$ cat src/rtl/mmx_pkg.sv
// Package: shared helpers for the instance-array mux.
// Assumes: callers pass positive counts.
package mmx_pkg;

    // Bits needed to index v items; never less than one.
    function automatic int clog2_min1(input int v);
        int r;
        r = 0;
        while ((1 << r) < v) r++;
        return (r < 1) ? 1 : r;
    endfunction

    // Index bits on the master address; zero for a single instance.
    function automatic int idx_bits(input int n);
        int r;
        r = 0;
        while ((1 << r) < n) r++;
        return r;
    endfunction

endpackage

$ cat src/rtl/mmx_addr_split.sv
// Module: mmx_addr_split
// Splits the master word address into a local address (low LOC_W bits)
// and an instance index (the bits above them). It flags whether the
// index names an existing instance.
// Assumes: ADDR_W == LOC_W + index bits; with a single instance there
// are no index bits, so the index is 0 and always in range.
module mmx_addr_split #(
    parameter int NUM_INST = 5,
    parameter int LOC_W    = 3,
    parameter int IDX_W    = 3,
    parameter int ADDR_W   = 6
) (
    input  logic [ADDR_W-1:0] addr,
    output logic [LOC_W-1:0]  loc,
    output logic [IDX_W-1:0]  idx,
    output logic              in_rng
);
    // Local address is always the low slice of the master address.
    assign loc = addr[LOC_W-1:0];

    generate
        if (NUM_INST == 1) begin : g_single
            // Single instance: no index field on the master address.
            assign idx    = '0;
            assign in_rng = 1'b1;
        end else begin : g_multi
            localparam logic [IDX_W:0] LIMIT = NUM_INST[IDX_W:0];
            // Index is the slice above the local bits.
            assign idx    = addr[ADDR_W-1:LOC_W];
            // An index must lie below the instance count to be served.
            assign in_rng = ({1'b0, idx} < LIMIT);
        end
    endgenerate
endmodule

$ cat src/rtl/mmx_strobe_steer.sv
// Module: mmx_strobe_steer
// Decodes the instance index into per-lane write and read strobes.
// Only the selected lane can see a strobe; out-of-range accesses
// strobe nothing.
// Assumes: in_rng comes from the address split of the same cycle.
module mmx_strobe_steer #(
    parameter int NUM_INST = 5,
    parameter int IDX_W    = 3
) (
    input  logic                clk,
    input  logic                rst_n,
    input  logic                wr,
    input  logic                rd,
    input  logic [IDX_W-1:0]    idx,
    input  logic                in_rng,
    output logic [NUM_INST-1:0] wr_lane,
    output logic [NUM_INST-1:0] rd_lane
);
    genvar gi;
    generate
        for (gi = 0; gi < NUM_INST; gi++) begin : g_lane
            localparam logic [IDX_W-1:0] LANE = IDX_W'(gi);
            // Lane gi is picked when the index names it and lies in range.
            logic hit;
            assign hit         = in_rng && (idx == LANE);
            assign wr_lane[gi] = wr && hit;
            assign rd_lane[gi] = rd && hit;
        end
    endgenerate

    AST_WR_ONEHOT: assert property (@(posedge clk) disable iff (!rst_n)
        $onehot0(wr_lane));
    AST_RD_ONEHOT: assert property (@(posedge clk) disable iff (!rst_n)
        $onehot0(rd_lane));
    AST_OOR_QUIET: assert property (@(posedge clk) disable iff (!rst_n)
        !in_rng |-> (wr_lane == '0 && rd_lane == '0));
endmodule

$ cat src/rtl/mmx_rdata_ret.sv
// Module: mmx_rdata_ret
// Registers the index and hit flag of each read, then uses them one
// cycle later to pick the returned word from the lane that was read.
// Returns zero in every cycle that does not follow an in-range read.
// Assumes: every slave has a fixed read latency of one cycle.
module mmx_rdata_ret #(
    parameter int NUM_INST = 5,
    parameter int IDX_W    = 3,
    parameter int DATA_W   = 32
) (
    input  logic                       clk,
    input  logic                       rst_n,
    input  logic                       rd,
    input  logic                       in_rng,
    input  logic [IDX_W-1:0]           idx,
    input  logic [NUM_INST*DATA_W-1:0] lane_rdata,
    output logic [DATA_W-1:0]          rdata
);
    logic             hit_q;
    logic [IDX_W-1:0] idx_q;

    // Capture which lane a read went to, for the return cycle.
    always_ff @(posedge clk) begin
        if (!rst_n) begin
            hit_q <= 1'b0;
            idx_q <= '0;
        end else begin
            hit_q <= rd && in_rng;
            if (rd) idx_q <= idx;
        end
    end

    // AND-OR select of the lane captured on the previous read.
    always_comb begin
        rdata = '0;
        for (int i = 0; i < NUM_INST; i++) begin
            if (hit_q && (idx_q == IDX_W'(i)))
                rdata = rdata | lane_rdata[i*DATA_W +: DATA_W];
        end
    end

    AST_OOR_ZERO: assert property (@(posedge clk) disable iff (!rst_n)
        (rd && !in_rng) |=> (rdata == '0));
    AST_IDLE_ZERO: assert property (@(posedge clk) disable iff (!rst_n)
        !rd |=> (rdata == '0));
endmodule

$ cat src/rtl/mmx_inst_array.sv
// Module: mmx_inst_array (top)
// Connects one memory-mapped master to NUM_INST identical slaves,
// each owning a window of 2**LOC_W words at a power-of-two stride.
// Address bus and write data are shared; strobes are per lane; read
// data returns one cycle after the read strobe.
// Assumes: NUM_INST >= 1, SLV_ADDRS >= 1, slaves have a one-cycle
// read latency, and reads and writes are not issued together.
module mmx_inst_array #(
    parameter  int NUM_INST  = 5,
    parameter  int SLV_ADDRS = 5,
    parameter  int DATA_W    = 32,
    localparam int LOC_W     = mmx_pkg::clog2_min1(SLV_ADDRS),
    localparam int IDX_B     = mmx_pkg::idx_bits(NUM_INST),
    localparam int IDX_W     = (IDX_B < 1) ? 1 : IDX_B,
    localparam int ADDR_W    = LOC_W + IDX_B
) (
    input  logic                       clk,
    input  logic                       rst_n,
    input  logic [ADDR_W-1:0]          m_addr,
    input  logic                       m_wr,
    input  logic                       m_rd,
    input  logic [DATA_W-1:0]          m_wdata,
    output logic [DATA_W-1:0]          m_rdata,
    output logic [LOC_W-1:0]           s_addr,
    output logic [DATA_W-1:0]          s_wdata,
    output logic [NUM_INST-1:0]        s_wr,
    output logic [NUM_INST-1:0]        s_rd,
    input  logic [NUM_INST*DATA_W-1:0] s_rdata
);
    logic [IDX_W-1:0] idx;
    logic             in_rng;

    mmx_addr_split #(
        .NUM_INST(NUM_INST), .LOC_W(LOC_W), .IDX_W(IDX_W), .ADDR_W(ADDR_W)
    ) u_split (
        .addr(m_addr), .loc(s_addr), .idx(idx), .in_rng(in_rng)
    );

    mmx_strobe_steer #(
        .NUM_INST(NUM_INST), .IDX_W(IDX_W)
    ) u_steer (
        .clk(clk), .rst_n(rst_n), .wr(m_wr), .rd(m_rd), .idx(idx),
        .in_rng(in_rng), .wr_lane(s_wr), .rd_lane(s_rd)
    );

    mmx_rdata_ret #(
        .NUM_INST(NUM_INST), .IDX_W(IDX_W), .DATA_W(DATA_W)
    ) u_ret (
        .clk(clk), .rst_n(rst_n), .rd(m_rd), .in_rng(in_rng), .idx(idx),
        .lane_rdata(s_rdata), .rdata(m_rdata)
    );

    // Write data goes to every lane; only the strobe differs.
    assign s_wdata = m_wdata;

    AST_LOC_SLICE: assert property (@(posedge clk) disable iff (!rst_n)
        s_addr == m_addr[LOC_W-1:0]);
    AST_WR_REACH: assert property (@(posedge clk) disable iff (!rst_n)
        (m_wr && in_rng) |-> (s_wr != '0));
    AST_RD_REACH: assert property (@(posedge clk) disable iff (!rst_n)
        (m_rd && in_rng) |-> (s_rd != '0));
    AST_NO_STROBE_IDLE: assert property (@(posedge clk) disable iff (!rst_n)
        (!m_wr && !m_rd) |-> (s_wr == '0 && s_rd == '0));
endmodule

$ cat config.mk
export PLATFORM = sky130hd
export DESIGN_NAME = mmx_inst_array
export DESIGN_NICKNAME = d
export VERILOG_FILES = /design/src/rtl/mmx_pkg.sv /design/src/rtl/mmx_addr_split.sv /design/src/rtl/mmx_strobe_steer.sv /design/src/rtl/mmx_rdata_ret.sv /design/src/rtl/mmx_inst_array.sv
export SDC_FILE = /design/constraint.sdc
export NUM_CORES = 1
export LEC_CHECK = 0
export BUFFER_PORTS_ARGS = -buffer_cell sky130_fd_sc_hd__buf_2
export CAP_MARGIN = 40
export CORE_AREA = 4 4 105 107
export CTS_BUF_LIST = sky130_fd_sc_hd__clkbuf_8
export CTS_CLUSTER_SIZE = 30
export DETAILED_ROUTE_END_ITERATION = 12
export DIE_AREA = 0 0 109 111
export HOLD_SLACK_MARGIN = 0.05
export PLACE_DENSITY = 0.59
export SYNTH_ARGS = -nofsm -noshare
export SYNTH_HDL_FRONTEND = slang
export SYNTH_SLANG_ARGS = --single-unit
export TNS_END_PERCENT = 1
$ cat constraint.sdc
create_clock -name clk -period 4 [get_ports clk]
set_clock_uncertainty 0.2 [all_clocks]
set_input_delay 0.2 -clock clk [delete_from_list [all_inputs] [get_ports clk]]
set_output_delay 0.2 -clock clk [all_outputs]
set_load 0.01 [all_outputs]
==> flow_summary.ini, run 1 <==
[run_status]
status = finished, final reports clean

[worst_setup_path]
required_ns = 3.60
regToRegStartpoint = u_ret.idx_q[1]
arrival_ns = 2.09
worstRegToRegCells = 3
r2r_end = u_ret.idx_q[1]
worstPathMaxFanout = 34
worstSetupEndpointType = output port
crit_path_end = m_rdata[9]
r2r_slack_ns = 2.60
critPathKind = reg -> out
critPathLaunch = u_ret.idx_q[1]
crit_path_start_kind = register

[place]
place.gp.congestion = 0.761
hpwl_um = 6960
dp_slack_ns = 1.70
io_buffers = 208

[clock_network]
clockBufferDepth = 2
cts_root_buf = clkbuf_8
cts_sinks = 4
h-tree-depth = 1
postCtsSetupBuffers = 0
cts_tree = built
numCtsBuffers = 3
clock_latency_ns = 0.21
clkTransAtPathRegs_ns = 0.03

[synthesis]
yosysUniqueCellTypes = 22
synth_cells = 214
synth_top_area_share_pct = 20.4
synth_area_leaders = mux2_2 20%, mux2i_1 19%, a221o_1 18%, buf_4 15%, nor2_1 7.4%
synthesis.nets = 416
ys_seq_elements = 4
syn_area_um2 = 1770
post-synth-top-area-cell = mux2_2
ys_warn_count = 0
ys_seq_area_share_pct = 4.52
avgSynthCellArea_um2 = 8.27

[global_routing]
grt_max_degree = 35
first_global_vias = 2431
antenna_found_initial = 1
grt_pass1_wl_um = 11700
overflow = 0
grt_usage_pct = 12.3

[pwr]
power_switching_uw = 116
p_per_area_nw_per_um2 = 131
p_int_uw = 235
share_comb_of_total_power_pct = 63.0
worst_ir_drop_vdd_v = 0.0000912
p_seq_share_pct = 13.5
switching_share_pct = 33.1
clkPwrFrac_pct = 23.5
power_leakage_nw = 1.41

[detailed_routing]
viasPerCell = 4.56
drt-total-wl_um = 8370
drt-pass1-iter-count = 4
ant_nets = 0
remaining_drc_errors = 0
first_iter_violations = 83
vias = 2337
detail_route.wl_per_cell_um = 16.3

[floorplanning]
initial_core_util_pct = 17.5
design.core.area_um2 = 10100
die_x_um = 109
die_h_um = 111
dieArea_um2 = 12100
ios = 279
placementRows = 37

[sta]
hold_viol = 0
drv_slew = 0
relSlewSlack_pct = 57.4
period_share_pct = 62.3
finalWorstSetupSlack_ns = 1.51
setup_viol = 0
setup_tns_ns = 0
whs_ns = 0.134
fmax_mhz = 401
rsz0062_at_grt = no
fin_crit_ns = 2.49
tightest_slew_ns = 0.639

[layout]
drive_above_1_share_pct = 66.8
final_nets = 580
final_util_pct = 26.5
layout_common_cells = 208 x buf_2, 35 x nor2_1, 34 x mux2i_1
final_common_cell = buf_2
area_growth_pct = 51.9

[min_path]
hold_path_class = in -> reg

[run]
max_cap_viol_count = 0
-- per-stage QoR --
stage,total power [mW],instances,cell area (um2)
floorplan,0.192,214,1770
global placement,0.266,508,2640
detailed placement,0.270,508,2640
CTS,0.357,512,2690
global route,0.376,513,2690
finish,0.352,513,2690
-- worst max-delay path, stage by stage (launching register included) --
cell and delay (ns):
dfxtp_2 0.30, buf_4 0.32, nor3b_4 0.51, buf_4 0.39, a221o_1 0.20, buf_2 0.13
-- flip-flops by register name, indices dropped and copies added, names as in the netlist --
name / cells
u_ret.hit_q: 1
u_ret.idx_q: 3
-- cell type report --
type / instances / area, um2
Multi-Input combinational cell: 155 / 1300
Sequential cell: 4 / 82.6
Clock buffer: 3 / 41.3
Fill cell: 1123 / 7450
Timing Repair Buffer: 214 / 1090
Tap cell: 136 / 170
Antenna cell: 1 / 2.50
-- worst min-delay path by stage --
stage / start / end / slack [ns] / cells after the start
final: m_rd / u_ret.hit_q / 0.13 / 2
after global routing: m_rd / u_ret.hit_q / 0.14 / 2
after CTS: m_rd / u_ret.hit_q / 0.13 / 2
after detailed placement: m_wdata[1] / s_wdata[1] / 0.20 / 0
after global placement: m_wdata[1] / s_wdata[1] / 0.20 / 0
after floorplan: rst_n / u_ret.idx_q[0] / 0.13 / 1
-- timing repair --
item	CTS	global route
hold buffers	1	0
resized for setup	0	0
hold endpoints to repair	2	0
-- power groups by stage --
stage / Combinational [mW] / Sequential (mW) / Clock, mW
2_1_floorplan: 0.148 / 0.0441 / 0
3_3_place_gp: 0.219 / 0.0477 / 0
3_5_place_dp: 0.222 / 0.0479 / 0
4_1_cts: 0.224 / 0.0474 / 0.0855
5_1_grt: 0.241 / 0.0480 / 0.0874
6_report: 0.222 / 0.0474 / 0.0827
-- routing by layer --
layer  GRT usage [%]  vias up  part of all wire [%]
met5               0        -                     0
met4            3.87        0                   1.7
met3            2.10       14                    10
met2            25.5      160                    53
met1            11.5     1068                    35
li1                -     1095                     -
-- synth_stat cells, drive strengths merged --
cell type  count
mux2          32
nand2          3
nor2b          3
a221o         32
clkbuf         4
o21ai          1
and4bb         1
a21boi         1
nor2          35
mux2i         34
buf           51
and3b          1
nor3           3
dfxtp          4
nor3b          3
and3           2
nand3b         1
nand2b         3
-- cells by family (layout without fill, tap and decap cells) --
| group | after synthesis | in the layout | share of synthesized area [%] |
|---|---|---|---|
| other | 0 | 1 | 0 |
| DFF | 4 | 4 | 4.52 |
| muxes | 66 | 66 | 39.6 |
| buffers and inverters | 55 | 217 | 22.2 |
| and+or+nand+nor | 55 | 55 | 14.9 |
| AOI/OAI and AO/OA | 34 | 34 | 18.8 |
Power figures use the tool's default switching activity.
==> run 2, diff against run 1 <==
PLACE_DENSITY = 0.61   (was 0.59)
clock period = 2.2 ns   (was 4 ns; I/O delays follow)
==> run 2 against run 1 <==
Global-route usage increased by 0.35 points. Sequential cell count unchanged. Utilization increased by 4.0 points. Cell count increased by 7.8%. Sequential power increased by 74%. First-iteration DRC count increased by 82%. Largest power group unchanged.
==> flow_summary.ini, run 2 (synthesis gave the netlist of run 1 again) <==
[run_status]
status = finished, final reports clean

[detailed_routing]
ant_nets = 0
detail_route.wl_per_cell_um = 15.6
first_iter_violations = 151
highest_layer = met4
vias = 2508
drt-total-wl_um = 8650
met3_length_um = 811
remaining_drc_errors = 0
drt-pass1-iter-count = 4
wl_met1_um = 3090
dr_wl_met2_um = 4580
viasPerCell = 4.54

[layout]
final_nets = 621
layout_common_cells = 208 x buf_2, 38 x dlygate4sd3_1, 35 x nor2_1
diodes = 0
stdcell_area_um2 = 3100
largest_registers = u_ret.idx_q (3), u_ret.hit_q (1)
final_common_cell = buf_2
largest_register = u_ret.idx_q
nFillCells = 1047
final_util_pct = 30.6
area_growth_pct = 75.1
drive_above_1_share_pct = 61.2
largest_register_ffs = 3

[global_routing]
overflow = 0
grt_pass1_wl_um = 12200
antenna_found_initial = 0
grt_usage_pct = 12.6
grt_max_degree = 36
first_global_vias = 2612

[floorplanning]
design.core.area_um2 = 10100
initial_core_util_pct = 17.5
die_x_um = 109
ios = 279
placementRows = 37
die_h_um = 111
dieArea_um2 = 12100

[place]
postPlaceCellArea_um2 = 2680
place.gp.congestion = 0.796
io_buffers = 208
hpwl_um = 6600

[sta]
fin_crit_ns = 2.08
relSlewSlack_pct = 78.7
hold_viol = 0
whs_ns = 0.0865
tightest_slew_ns = 0.319
setup_tns_ns = 0
fmax_mhz = 482
period_share_pct = 94.4
setup_viol = 0
rsz0062_at_grt = no
drv_slew = 0

[clock_network]
cts_tree = built
clockBufferDepth = 2
clock_latency_ns = 0.21
postCtsSetupBuffers = 0
ctsResizeCount = 0
cts_root_buf = clkbuf_8
cts_sinks = 4
clkTransAtPathRegs_ns = 0.03
ctsHoldBuffers = 38
h-tree-depth = 1
numCtsBuffers = 3

[pwr]
p_total_uw = 725
p_per_area_nw_per_um2 = 234
worst_ir_drop_vdd_v = 0.000246
power_leakage_nw = 1.59

[worst_setup_path]
regToRegStartpoint = u_ret.idx_q[1]
required_ns = 1.89
cpPeakStageDelay_ns = 0.39
critPathLaunch = u_ret.idx_q[2]
critical_path.cell_chain = buf_12 > and4bb_1 > buf_4 > a221o_1 > buf_2
crit_path_start_kind = register
arrival_ns = 1.77
cpMaxStageDelayCell = a221o_1
worstPathMaxFanout = 35
critPathKind = reg -> out
worstSetupEndpointType = output port

[run]
max_cap_viol_count = 0

[min_path]
hold_path_class = in -> reg
min_from = m_addr[4]
-- run 2: area by class of cell --
| type | count | area, um2 | share of cell area (%) |
|---|---|---|---|
| clock buffer | 3 | 41.3 | 1.33 |
| timing repair buffer | 255 | 1500 | 48.4 |
| multi-input combinational | 155 | 1300 | 42.1 |
| tap | 136 | 170 | 5.49 |
| sequential | 4 | 82.6 | 2.66 |
-- run 2: routing by layer --
metal  track usage [%]  up-vias
li1                  -     1176
met1              12.7     1149
met2              25.9      172
met3              1.34       11
met4              3.87        0
met5                 0        -
-- run 2: power by group --
group | total [mW] | switching (mW) | internal [mW]
clock network | 0.151 | 0.0347 | 0.116
registers | 0.0827 | 0.00496 | 0.0777
logic | 0.491 | 0.207 | 0.284
total | 0.725 | 0.247 | 0.478
-- run 2: worst paths after layout --
check,to,slack [ns],depth (start not counted)
setup / recovery,m_rdata[21],0.12,5
hold / removal,u_ret.idx_q[1],0.09,3
setup reg to reg,u_ret.idx_q[1],1.00,3
hold reg to reg,u_ret.idx_q[0],0.40,2
-- run 2: worst max-delay path: cells and delay by family (launching register included) --
kind,cells,cell delay [ns]
flip-flops,1,0.33
buffers and inverters,3,0.59
AO/OA/AOI/OAI,1,0.39
AND/OR/NAND/NOR,1,0.23
-- run 2: per-stage QoR --
stage | instances | setup slack [ns]
final | 553 | 0.123
after global routing | 553 | 0.0508
after CTS | 553 | 0.117
after detailed placement | 512 | 0.347
after global placement | 512 | 0.346
after floorplan | 214 | 0.579
